File: src/rtl/pll_calc_pkg.sv
package pll_calc_pkg;
  localparam int CW_W    = 32;
  localparam int NUM_LSB = 0;
  localparam int NUM_W   = 10;
  localparam int MUL_LSB = 10;
  localparam int MUL_W   = 4;
  localparam int DEN_LSB = 16;
  localparam int DEN_W   = 10;
  localparam int PRE_LSB = 26;
  localparam int PRE_W   = 4;
  localparam int MUL_MIN = 5;

  typedef struct packed {
    logic [PRE_W:0]     pre_eff;
    logic [DEN_W:0]     den_eff;
    logic [MUL_W-1:0]   mul_eff;
    logic [NUM_W-1:0]   num_raw;
  } pll_fields_t;
endpackage

File: src/rtl/pll_field_decode.sv
module pll_field_decode
  import pll_calc_pkg::*;
(
  input  logic [CW_W-1:0] ctrl_word_i,
  output pll_fields_t     fields_o
);
  logic [MUL_W-1:0] mul_raw;
  logic [DEN_W-1:0] den_raw;
  logic [PRE_W-1:0] pre_raw;

  always_comb begin
    mul_raw          = ctrl_word_i[MUL_LSB +: MUL_W];
    den_raw          = ctrl_word_i[DEN_LSB +: DEN_W];
    pre_raw          = ctrl_word_i[PRE_LSB +: PRE_W];
    fields_o.num_raw = ctrl_word_i[NUM_LSB +: NUM_W];
    fields_o.mul_eff = (int'(mul_raw) < MUL_MIN) ? MUL_W'(MUL_MIN) : mul_raw;
    fields_o.den_eff = (DEN_W+1)'(den_raw) + (DEN_W+1)'(1);
    fields_o.pre_eff = (PRE_W+1)'(pre_raw) + (PRE_W+1)'(1);
  end
endmodule

File: src/rtl/pll_operand_mult.sv
module pll_operand_mult
  import pll_calc_pkg::*;
#(
  parameter int REF_W    = 32,
  parameter int SCALE_SH = 10,
  parameter int DVD_W    = 64,
  parameter int DVS_W    = 16
) (
  input  pll_fields_t      fields_i,
  input  logic [REF_W-1:0] ref_freq_i,
  output logic [DVD_W-1:0] dividend_o,
  output logic [DVS_W-1:0] divisor_o
);
  localparam int TERM_W = MUL_W + DEN_W + 3;

  logic [TERM_W-1:0] prod_u;
  logic [TERM_W-1:0] num_ext;
  logic [TERM_W-1:0] term;
  logic [REF_W-1:0]  ref_scaled;

  always_comb begin
    prod_u     = TERM_W'(fields_i.mul_eff) * TERM_W'(fields_i.den_eff);
    num_ext    = {{(TERM_W-NUM_W){fields_i.num_raw[NUM_W-1]}}, fields_i.num_raw};
    term       = prod_u + num_ext;
    ref_scaled = ref_freq_i >> SCALE_SH;
    if (term[TERM_W-1]) begin
      dividend_o = '0;
    end else begin
      dividend_o = (DVD_W'(ref_scaled) * DVD_W'(term)) << 1;
    end
    divisor_o = DVS_W'(fields_i.den_eff) * DVS_W'(fields_i.pre_eff);
  end
endmodule

File: src/rtl/pll_restoring_div.sv
module pll_restoring_div #(
  parameter int DVD_W = 64,
  parameter int DVS_W = 16
) (
  input  logic             clk,
  input  logic             rst_ni,
  input  logic             load_i,
  input  logic [DVD_W-1:0] dividend_i,
  input  logic [DVS_W-1:0] divisor_i,
  output logic             busy_o,
  output logic             done_o,
  output logic [DVD_W-1:0] quotient_o
);
  localparam int CNT_W = $clog2(DVD_W + 1);

  logic [DVS_W-1:0] rem_q, rem_d;
  logic [DVD_W-1:0] quo_q, quo_d;
  logic [DVS_W-1:0] dvs_q, dvs_d;
  logic [CNT_W-1:0] cnt_q, cnt_d;
  logic             busy_q, busy_d;
  logic             done_q, done_d;
  logic             dp_en;
  logic [DVS_W:0]   shifted;
  logic [DVS_W:0]   diff;
  logic             fits;

  always_comb begin
    shifted = {rem_q, quo_q[DVD_W-1]};
    diff    = shifted - {1'b0, dvs_q};
    fits    = (shifted >= {1'b0, dvs_q});
    dp_en   = load_i | busy_q;
    rem_d   = rem_q;
    quo_d   = quo_q;
    dvs_d   = dvs_q;
    cnt_d   = cnt_q;
    busy_d  = busy_q;
    done_d  = 1'b0;
    if (load_i) begin
      rem_d  = '0;
      quo_d  = dividend_i;
      dvs_d  = divisor_i;
      cnt_d  = CNT_W'(DVD_W);
      busy_d = 1'b1;
    end else if (busy_q) begin
      rem_d = fits ? diff[DVS_W-1:0] : shifted[DVS_W-1:0];
      quo_d = {quo_q[DVD_W-2:0], fits};
      cnt_d = cnt_q - CNT_W'(1);
      if (cnt_q == CNT_W'(1)) begin
        busy_d = 1'b0;
        done_d = 1'b1;
      end
    end
  end

  always_ff @(posedge clk or negedge rst_ni) begin
    if (!rst_ni) begin
      rem_q  <= '0;
      quo_q  <= '0;
      dvs_q  <= '0;
      cnt_q  <= '0;
      busy_q <= 1'b0;
      done_q <= 1'b0;
    end else begin
      busy_q <= busy_d;
      done_q <= done_d;
      if (dp_en) begin
        rem_q <= rem_d;
        quo_q <= quo_d;
        dvs_q <= dvs_d;
        cnt_q <= cnt_d;
      end
    end
  end

  assign busy_o     = busy_q;
  assign done_o     = done_q;
  assign quotient_o = quo_q;

  // a zero divisor would make every quotient bit 1
  assert_div_nonzero_R11: assert property (@(posedge clk) disable iff (!rst_ni)
    load_i |-> (divisor_i != '0));

  // done is a single-cycle pulse and never overlaps busy
  assert_done_pulse_R7: assert property (@(posedge clk) disable iff (!rst_ni)
    done_q |=> !done_q);
  assert_done_after_busy_R7: assert property (@(posedge clk) disable iff (!rst_ni)
    done_q |-> (!busy_q && $past(busy_q)));

  // quotient register is frozen while idle and no load arrives
  assert_hold_result_R9: assert property (@(posedge clk) disable iff (!rst_ni)
    (!busy_q && !load_i) |=> $stable(quo_q));
endmodule

File: src/rtl/pll_freq_calc.sv
module pll_freq_calc
  import pll_calc_pkg::*;
#(
  parameter int REF_W    = 32,
  parameter int RES_W    = 32,
  parameter int SCALE_SH = 10,
  parameter int DVD_W    = 64
) (
  input  logic             clk,
  input  logic             rst_n,
  input  logic             start_i,
  input  logic [CW_W-1:0]  ctrl_word_i,
  input  logic [REF_W-1:0] ref_freq_i,
  output logic             busy_o,
  output logic             done_o,
  output logic [RES_W-1:0] freq_o
);
  localparam int DVS_W = (DEN_W + 1) + (PRE_W + 1);

  logic [1:0]       rst_sync_q;
  logic             rst_int_n;
  pll_fields_t      fields;
  logic [DVD_W-1:0] dividend;
  logic [DVS_W-1:0] divisor;
  logic [DVD_W-1:0] quotient;
  logic             div_busy;
  logic             load;

  always_ff @(posedge clk or negedge rst_n) begin
    if (!rst_n) rst_sync_q <= 2'b00;
    else        rst_sync_q <= {rst_sync_q[0], 1'b1};
  end
  assign rst_int_n = rst_sync_q[1];

  pll_field_decode u_decode (
    .ctrl_word_i (ctrl_word_i),
    .fields_o    (fields)
  );

  pll_operand_mult #(
    .REF_W(REF_W), .SCALE_SH(SCALE_SH), .DVD_W(DVD_W), .DVS_W(DVS_W)
  ) u_mult (
    .fields_i   (fields),
    .ref_freq_i (ref_freq_i),
    .dividend_o (dividend),
    .divisor_o  (divisor)
  );

  assign load = start_i & ~div_busy;

  pll_restoring_div #(.DVD_W(DVD_W), .DVS_W(DVS_W)) u_div (
    .clk        (clk),
    .rst_ni     (rst_int_n),
    .load_i     (load),
    .dividend_i (dividend),
    .divisor_i  (divisor),
    .busy_o     (div_busy),
    .done_o     (done_o),
    .quotient_o (quotient)
  );

  assign busy_o = div_busy;
  assign freq_o = {quotient[RES_W-SCALE_SH-1:0], {SCALE_SH{1'b0}}};

  // a start while busy leaves the busy state untouched
  assert_ignore_start_R8: assert property (@(posedge clk) disable iff (!rst_int_n)
    (busy_o && start_i && $past(busy_o)) |=> (busy_o || done_o));

  // the result is always a whole multiple of the scale step
  assert_scaled_result_R5: assert property (@(posedge clk) disable iff (!rst_int_n)
    done_o |-> (freq_o[SCALE_SH-1:0] == '0));
endmodule

File: config.mk
export PLATFORM = sky130hd
export DESIGN_NAME = pll_freq_calc
export DESIGN_NICKNAME = d
export VERILOG_FILES = /design/src/rtl/pll_calc_pkg.sv /design/src/rtl/pll_field_decode.sv /design/src/rtl/pll_operand_mult.sv /design/src/rtl/pll_restoring_div.sv /design/src/rtl/pll_freq_calc.sv
export SDC_FILE = /design/constraint.sdc
export NUM_CORES = 1
export LEC_CHECK = 0
export BUFFER_PORTS_ARGS = -buffer_cell sky130_fd_sc_hd__buf_2
export CAP_MARGIN = 10
export CORE_MARGIN = 5
export CORE_UTILIZATION = 41
export CTS_BUF_LIST = sky130_fd_sc_hd__clkbuf_16
export DETAILED_ROUTE_END_ITERATION = 7
export PLACE_DENSITY = 0.63
export SLEW_MARGIN = 30
export SYNTH_ARGS = -nofsm -noshare
export SYNTH_HDL_FRONTEND = slang
export SYNTH_SLANG_ARGS = --single-unit
export TNS_END_PERCENT = 30
File: constraint.sdc
create_clock -name clk -period 3.6 [get_ports clk]
set_clock_uncertainty 0.1 [all_clocks]
set_input_delay 0.18 -clock clk [delete_from_list [all_inputs] [get_ports clk]]
set_output_delay 0.18 -clock clk [all_outputs]
set_load 0.02 [all_outputs]
# == Yosys cells after proc, flatten, opt, wreduce, memory -nomap -nowiden ==
# Cells that the tools add are included.
# totals
ff_bits,107
in_bits,67
out_inout_bits,34
elab_cells,39
# op_classes
reduce_logical,3
n_mul,3
n_mux,15
eq_ne,1
addsub,5
bitwise_logic,3
n_lt_le_gt_ge,2
# op_table
cell,count
64-bit 2-to-1 mux,2
16-bit 2-to-1 mux,3
40-bit 2-to-1 mux,1
22-bit by 17-bit multiplier with 39-bit output,1
16-bit by 10-bit adder with 17-bit output,1
17-bit by 16-bit greater-or-equal comparator with 1-bit output,1
11-bit by 5-bit multiplier with 16-bit output,1
16-bit subtractor,1
4-bit by 11-bit multiplier with 15-bit output,1
7-bit 2-to-1 mux,2
10-bit by 1-bit adder with 11-bit output (second input constant),1
7-bit by 1-bit equality test with 1-bit output (second input constant),1
7-bit by 1-bit subtractor with 7-bit output (second input constant),1
1-bit 2-to-1 mux,6
4-bit by 1-bit adder with 5-bit output (second input constant),1
4-bit by 3-bit less-than comparator with 1-bit output (second input constant),1
4-bit 2-to-1 mux,1
2-bit AND reduction,2
2-bit nonzero test,1
1-bit AND,1
1-bit NOT,1
1-bit bitwise OR,1

# == Logic depth before layout (Yosys ltp) ==
# Gate-level depths: netlist of run 1.
# logic_depth
depth_word,7
mapped_depth,46
mapped_depth_nobuf,45

# == Modules after synthesis ==
# From an unflattened synthesis of run 1, not the netlist that was laid out.
# unflattened
hier_cells,2758
area_unflattened_um2,23083.4
# modules_own_cells
module,area_per_inst_um2,cells_each,seq_area_each_um2,instances
pll_operand_mult,16874.9,2084,0.0,1
pll_restoring_div,5754.3,617,2627.5,1
pll_field_decode,307.8,42,0.0,1
pll_freq_calc,146.4,15,50.0,1

# == Least setup slack after synthesis of run 1 ==
# No wires, ideal clock.
# synth_timing
kind,input to register
startpoint,input ctrl_word_i[16]
endpoint,"register u_div.quo_q[38], in the netlist u_div.quotient_o[38]"
setup_slack_ns,-6.273
t_required_ns,3.368
setup_time_ns,0.132
arrival_ns,9.641
path_buffers,2
cell_stages,44
path_cell_list,ha_1 xnor2_1 nor2_1 fa_1 inv_1 fa_1 inv_1 ha_1 nor2b_1 o21ai_1 a21boi_1 o21ai_1 nand2b_1 a21o_1 a41o_1 o41ai_2 xnor2_1 ha_1 [8 not listed] fa_1 inv_1 fa_1 inv_1 fa_1 fa_1 fa_1 inv_1 ha_1 a21o_1 a21o_1 a21o_1 o2111a_1 a41oi_1 o21ai_1 a21oi_1 xor2_1 o21ai_1
# synth_via
elab_chain_cells,6
# synth_lines
item,line_no,rtl
from (decl),pll_freq_calc.sv:12,"input logic [CW_W-1:0] ctrl_word_i,"
10-bit by 1-bit adder with 11-bit output *,pll_field_decode.sv:17,fields_o.den_eff = (DEN_W+1)'(den_raw) + (DEN_W+1)'(1);
4-bit by 11-bit multiplier with 15-bit output *,pll_operand_mult.sv:22,prod_u = TERM_W'(fields_i.mul_eff) * TERM_W'(fields_i.den_eff);
16-bit by 10-bit adder with 17-bit output *,pll_operand_mult.sv:24,term = prod_u + num_ext;
22-bit by 17-bit multiplier with 39-bit output,pll_operand_mult.sv:29,dividend_o = (DVD_W'(ref_scaled) * DVD_W'(term)) << 1;
40-bit 2-to-1 mux *,pll_operand_mult.sv:26,if (term[TERM_W-1]) begin
64-bit 2-to-1 mux *,pll_restoring_div.sv:38,if (load_i) begin
to (signal assigned),pll_restoring_div.sv:68,quo_q <= quo_d;
to (decl),pll_restoring_div.sv:17,"logic [DVD_W-1:0] quo_q, quo_d;"
# Every way passes the cells marked *; elsewhere a longest branch is shown, timed or not.
# A chain may end at the register's enable or synchronous reset.

# == Final worst setup path of run 1 ==
# layout_timing
startpoint,input ctrl_word_i[17]
endpoint,"register u_div.quo_q[26], in the netlist u_div.quotient_o[26]"
# The elaborated chain is that of the path after synthesis.

==> results of run 1 <==
==> final cells by class <==
| type | instances | area (um2) | area share |
|---|---|---|---|
| Clock buffer | 9 | 225 | 0.00828 |
| Timing Repair Buffer | 484 | 3970 | 0.146 |
| Clock inverter | 6 | 42.5 | 0.00156 |
| Sequential cell | 107 | 2690 | 0.0988 |
| Inverter | 481 | 1810 | 0.0664 |
| Tap cell | 680 | 851 | 0.0313 |
| Multi-Input combinational cell | 1786 | 17600 | 0.648 |
==> cells in the final DEF, fill, tap and decap left out, drive strengths merged, types with 19 or more instances in the layout <==
cell	Yosys	final
xor2	48	48
nand2b	34	34
buf	41	482
fa	346	346
inv	481	482
a21oi	81	81
a21o	26	26
nor2	97	97
nand3	19	19
nand2	402	402
xnor2	52	54
and2	124	124
dfrtp	107	107
ha	192	192
nor3	20	20
o21ai	123	123
==> cells by family after synthesis <==
logic type | Yosys count | synth area share
xor+xnor | 100 | 0.0412
fa+ha+maj | 538 | 0.438
buf+inv | 620 | 0.116
flops | 107 | 0.126
mux | 16 | 0.00758
other cells | 2 | 0.000353
simple gates | 769 | 0.166
compound gates | 350 | 0.105
==> routing by layer <==
layer	vias up	GRT usage	wire (um)
li1	8433	-	-
met1	8891	0.261	23700
met2	364	0.351	28200
met3	88	0.0177	2120
met4	2	0.0500	1410
met5	-	0	13
==> cell usage after synthesis (all sizes together) (7+ instances only) <==
cell	instances	area share
a211oi	11	0.0041
a21o	26	0.0092
a21oi	81	0.019
a22o	7	0.0029
a22oi	18	0.0064
a31oi	9	0.0032
and2	124	0.036
and3	13	0.0038
buf	41	0.014
clkbuf	98	0.017
dfrtp	107	0.13
fa	346	0.33
ha	192	0.11
inv	481	0.085
mux2i	15	0.0071
nand2	402	0.071
nand2b	34	0.010
nand3	19	0.0045
nand4	11	0.0032
nor2	97	0.017
nor2b	17	0.0050
nor3	20	0.0049
o21a	15	0.0053
o21ai	123	0.030
o21bai	11	0.0039
or2	10	0.0029
or3	12	0.0038
xnor2	52	0.021
xor2	48	0.020
==> path summary, 6_finish.rpt <==
check / cells after the start / to / slack, ns / from
worst max-delay path: 44 / u_div.quotient_o[26] / -5.86 / ctrl_word_i[17]
worst max register to register: 11 / u_div.rem_q[6] / 0.56 / u_div.dvs_q[1]
worst min-delay path: 2 / rst_sync_q[1] / 0.04 / rst_n
max in group asynchronous: 1 / u_div.quotient_o[55] / 2.44 / rst_sync_q[1]
worst min register to register: 0 / u_div.cnt_q[1] / 0.21 / rst_sync_q[1]
min in group clk: 3 / u_div.dvs_q[0] / 0.16 / ctrl_word_i[26]
==> what timing repair did <==
action / 4_1_cts / 5_1_grt
gates resized for setup: 123 / 139
setup endpoints to repair: 48 / 48
hold buffers: 1 / 0
hold endpoints to repair: 2 / 0
pin swaps: 93 / 134
buffers inserted: 25 / 27
cloned: 3 / 1
==> worst max-delay path, delay by kind of cell <==
| family | cells | cell delay (ns) |
|---|---|---|
| AOI/OAI and AO/OA | 13 | 2.31 |
| and+or+nand+nor | 5 | 0.77 |
| buffers and inverters | 10 | 0.98 |
| adders and majority gates | 12 | 4.73 |
| xor gates and xnor gates | 4 | 0.58 |
==> stage by stage <==
| stage | instances | hold WS, ns | setup slack [ns] |
|---|---|---|---|
| 3_3_place_gp | 3486 | -0.136 | -6.35 |
| 6_report | 3553 | 0.0386 | -5.86 |
| 3_5_place_dp | 3486 | -0.133 | -6.56 |
| 2_1_floorplan | 2511 | -0.216 | -5.75 |
| 5_1_grt | 3553 | 0.0595 | -6.32 |
| 4_1_cts | 3529 | 0.0267 | -5.86 |
==> registers in the layout, indices dropped and copies added, names as in the netlist <==
name / flops
u_div.cnt_q: 7
u_div.rem_q: 16
u_div.dvs_q: 16
u_div.busy_o: 1
rst_sync_q: 2
u_div.quotient_o: 64
u_div.done_o: 1
==> results.tsv, run 1 <==
metric	value	unit
status	finished, violations left	
failing checks	negative setup slack	
slowest cell delay on critical path	0.54	ns
number of global-route vias before repair	18775	
clock tree buffer depth	2	
top_reg_cell synth	dfrtp_1	
I/O Buffers	76	
RSZ-0062 raised after global routing	yes	
DRC	0	
TritonCTS Sinks	107	
core area	0.0514	mm2
initial antenna violation count	1	
Clock Tree Root	clkbuf_16	
final setup TNS	-188.04	ns
Reg clk slew, reported paths	0.07	ns
startpoint types	input pin	
Crit Path Max Fanout	5	
Setup-failing EPs final	46	
Synth Cell Area	0.0213	mm2
YS warnings	0	
Avg Vias per Cell	5.00	
n_diodes	0	
Pre-antenna DRT Iters	5	
worst skew pair latency	0.35	ns
slowest stage cell, crit path	fa_2	
I/O pin count	101	
GRT Util Overall	0.197	
num rows	83	
post-synthesis cell type count	74	
Syn Inst Count	2502	
GPL Wtd Cong	0.878	
Inserted Clock Buffers	9	
most frequent CP cell	fa_1	
CP endpoint kind	register	
Die Ht	238	um
Hold Vio Cnt, Final	0	
fmax	0.106	GHz
worst-margin pin slew	0.799	ns
global-route wire length before repair	93.0	mm
Post-synth ARST share	1.00	
design area	0.0272	mm2
Min-Delay Path Class	input pin to asynchronous set/reset pin	
number of vias in the routed layout	17778	
CP Class	input pin to register	
initial core utilization	0.414	
Yosys reg bits	107	
total grt overflow	0	
per-cell routed wire length	15.6	um
number of synthesized flops with an enable pin	0	
fin nets	3474	
fin. max-slew vios	0	
die area	0.0566	mm2
Avg Cell Area, Syn	8.50	um2
worst path required time	3.74	ns
final setup margin	-5.86	ns
Final Util	0.529	
crit path DAT	9.60	ns
area post-placement	0.0252	mm2
DR iter-0 viols	952	
Slew Limit Headroom	0.466	
total of max-cap violations	0	
DP Wirelength	45.4	mm
largest net degree at the start of global routing	72	
share of layout cells above drive strength 1	0.258	
fill count	4614	
final wirelength	55.4	mm
CTS tree	yes	
htree depth	3	
Area Overhead vs Synth	27.8	%
Seq/Total Area, Yosys	0.126	
die width	238	um
DRT antenna net count	0	
period utilization	2.63	
minimum clock period	9.46	ns
Power of run 1 is left out: the tool's default activity adds up to more than one toggle a clock period on the data nets, which glitch-free logic cannot reach.
==> run 2, diff against run 1 <==
--- a/config.mk
+++ b/config.mk
@@ -5,6 +5,7 @@
 export SDC_FILE = /design/constraint.sdc
 export NUM_CORES = 1
 export LEC_CHECK = 0
+export ABC_AREA = 1
 export BUFFER_PORTS_ARGS = -buffer_cell sky130_fd_sc_hd__buf_2
 export CAP_MARGIN = 10
 export CORE_MARGIN = 5
==> results.tsv, run 2 <==
metric	value	unit
Area Overhead vs Synth	27.2	%
Post-synth top cells	nand2_1 (666), inv_1 (662), fa_1 (346)	
top_reg_cell synth	dfrtp_1	
share of the synthesized area in the top cell type	0.315	
family with the most delay on the worst path	adder cells	
Synth Area in Simple Gates	0.216	
setup slack at placement	-5.98	ns
htree depth	3	
total grt overflow	0	
Slew Limit Headroom	0.432	
mux cell area share after synthesis	0	
DRC	0	
Reg clk slew, reported paths	0.08	ns
Min-Delay Path Class	input pin to asynchronous set/reset pin	
clock tree buffer depth	2	
RSZ-0062 raised after global routing	yes	
DP Wirelength	55.5	mm
most frequent CP cell	fa_1	
Crit Path Max Fanout	6	
Syn Inst Count	2900	
Synth Cell Area	0.0220	mm2
CP Class	input pin to register	
Adder-Cell Fraction of Synth Area	0.425	
number of global-route vias before repair	20679	
Die Ht	241	um
Avg Cell Area, Syn	7.57	um2
WP buf/inv	10	
CTS tree	yes	
n_diodes	0	
Largest register FFs	64	
number of synthesized flops with an enable pin	0	
fin. max-slew vios	0	
YS warnings	0	
largest net degree at the start of global routing	43	
post-synthesis compound-gate area fraction	0.0726	
reg2reg end	u_div.rem_q[14]	
Final Util	0.529	
initial core utilization	0.416	
minimum clock period	8.92	ns
die area	0.0583	mm2
die width	241	um
Reg2Reg Setup Slack	0.99	ns
post-synthesis cell type count	53	
slowest stage cell, crit path	fa_2	
final wirelength	64.2	mm
final setup margin	-5.32	ns
worst-margin pin slew	0.851	ns
XOR/XNOR Fraction of Synth Area	0.0203	
GPL Wtd Cong	0.948	
top-count cell post-synth	nand2_1	
final setup TNS	-175.22	ns
initial antenna violation count	0	
failing checks	negative setup slack	
per-cell routed wire length	16.0	um
commonest non-fill, non-tap cells in the layout	inv_1 (630), nand2_1 (608), buf_4 (387)	
num rows	84	
I/O pin count	101	
Setup-failing EPs final	47	
reg2reg start	u_div.dvs_q[10]	
fmax	0.112	GHz
Yosys reg bits	107	
share of layout cells above drive strength 1	0.261	
Inserted Clock Buffers	9	
slowest cell delay on critical path	0.60	ns
period utilization	2.48	
I/O Buffers	76	
status	finished, violations left	
number of vias in the routed layout	19692	
post-synth top area cell	fa_1	
synth top area cells	fa_1 (32%), dfrtp_1 (12%), nand2_1 (11%)	
DR iter-0 viols	1223	
Clock Tree Root	clkbuf_16	
crit path DAT	9.10	ns
Pre-antenna DRT Iters	7	
worst path required time	3.79	ns
startpoint types	input pin	
TritonCTS Sinks	107	
CP endpoint kind	register	
Post-synth ARST share	1.00	
Seq/Total Area, Yosys	0.122	
total of max-cap violations	0	
Avg Vias per Cell	4.93	
global-route wire length before repair	106	mm
commonest non-fill, non-tap cell in the layout	inv_1	
Hold Vio Cnt, Final	0	
core area	0.0529	mm2
largest family of logic cells by synthesized area	adder cells	
GRT Util Overall	0.224	
worst skew pair latency	0.36	ns
DRT antenna net count	0	
fin nets	3909	
R2R cell count	11	
-- run 2: cell types whose count changed after synthesis, sizes merged, moves of 52 or more --
cell,delta
and2,-124
inv,+181
nand2,+275
o21ai,-52
nor2,+184
nand3,+111
-- run 2: how the worst max path moves through the flow --
| stage | start | end | slack, ns | cells after the start |
|---|---|---|---|---|
| 2_1_floorplan | ctrl_word_i[16] | u_div.quotient_o[30] | -4.99 | 53 |
| 6_report | ctrl_word_i[16] | u_div.quotient_o[36] | -5.32 | 49 |
| 4_1_cts | ctrl_word_i[16] | u_div.quotient_o[29] | -5.28 | 49 |
| 3_5_place_dp | ctrl_word_i[16] | u_div.quotient_o[39] | -5.98 | 50 |
| 3_3_place_gp | ctrl_word_i[16] | u_div.quotient_o[39] | -5.90 | 50 |
| 5_1_grt | ctrl_word_i[16] | u_div.quotient_o[29] | -5.73 | 50 |
-- run 2: cell families after synthesis --
group / Yosys count
and+or+nand+nor: 1146
xor gates and xnor gates: 51
adders and majority gates: 538
DFF: 107
AOI/OAI and AO/OA: 272
buffers and inverters: 784
other: 2
-- run 2: cell type report --
| class | count | area, um2 |
|---|---|---|
| multi-input cells | 2018 | 17700 |
| flip-flops and latches | 107 | 2680 |
| inverters | 667 | 2520 |
| well taps | 688 | 861 |
| fillers | 5001 | 24900 |
| clock inverters | 7 | 73.8 |
| repair buffers | 501 | 3930 |
| clock buffers | 9 | 225 |
-- run 2: what timing repair did --
action,CTS,global route
resized for setup,193,124
endpoints found under the hold margin,2,0
hold buffers,1,0
setup buffers,14,12
setup endpoints to repair,48,48
pin swaps,70,54
-- run 2: worst register-to-register path, stage by stage (launching register included) --
cell and delay [ns]:
dfrtp_1 0.35, inv_1 0.07, ha_1 0.35, a21oi_1 0.21, o21ai_0 0.17, a21oi_1 0.19, nand2_1 0.07, nand2_1 0.09
nand2_2 0.34, or2_2 0.42, nand3_1 0.07, nand2_1 0.06
-- run 2: routing by layer --
metal	track usage	routed length [um]	vias up
li1	-	-	9485
met1	0.329	30100	9642
met2	0.358	28900	484
met3	0.0240	3390	81
met4	0.0580	1740	0
met5	0	0	-
-- run 2: per-stage QoR --
stage               hold slack (ns)  cell area (um2)  std cells
floorplan                    -0.216            22400       2909
CTS                          0.0139            27400       3985
global placement             -0.133            26200       3955
global route                 0.0188            27900       3997
detailed placement           -0.134            26200       3955
finish                       0.0335            27900       3997
Power of run 2 is left out for the same reason.
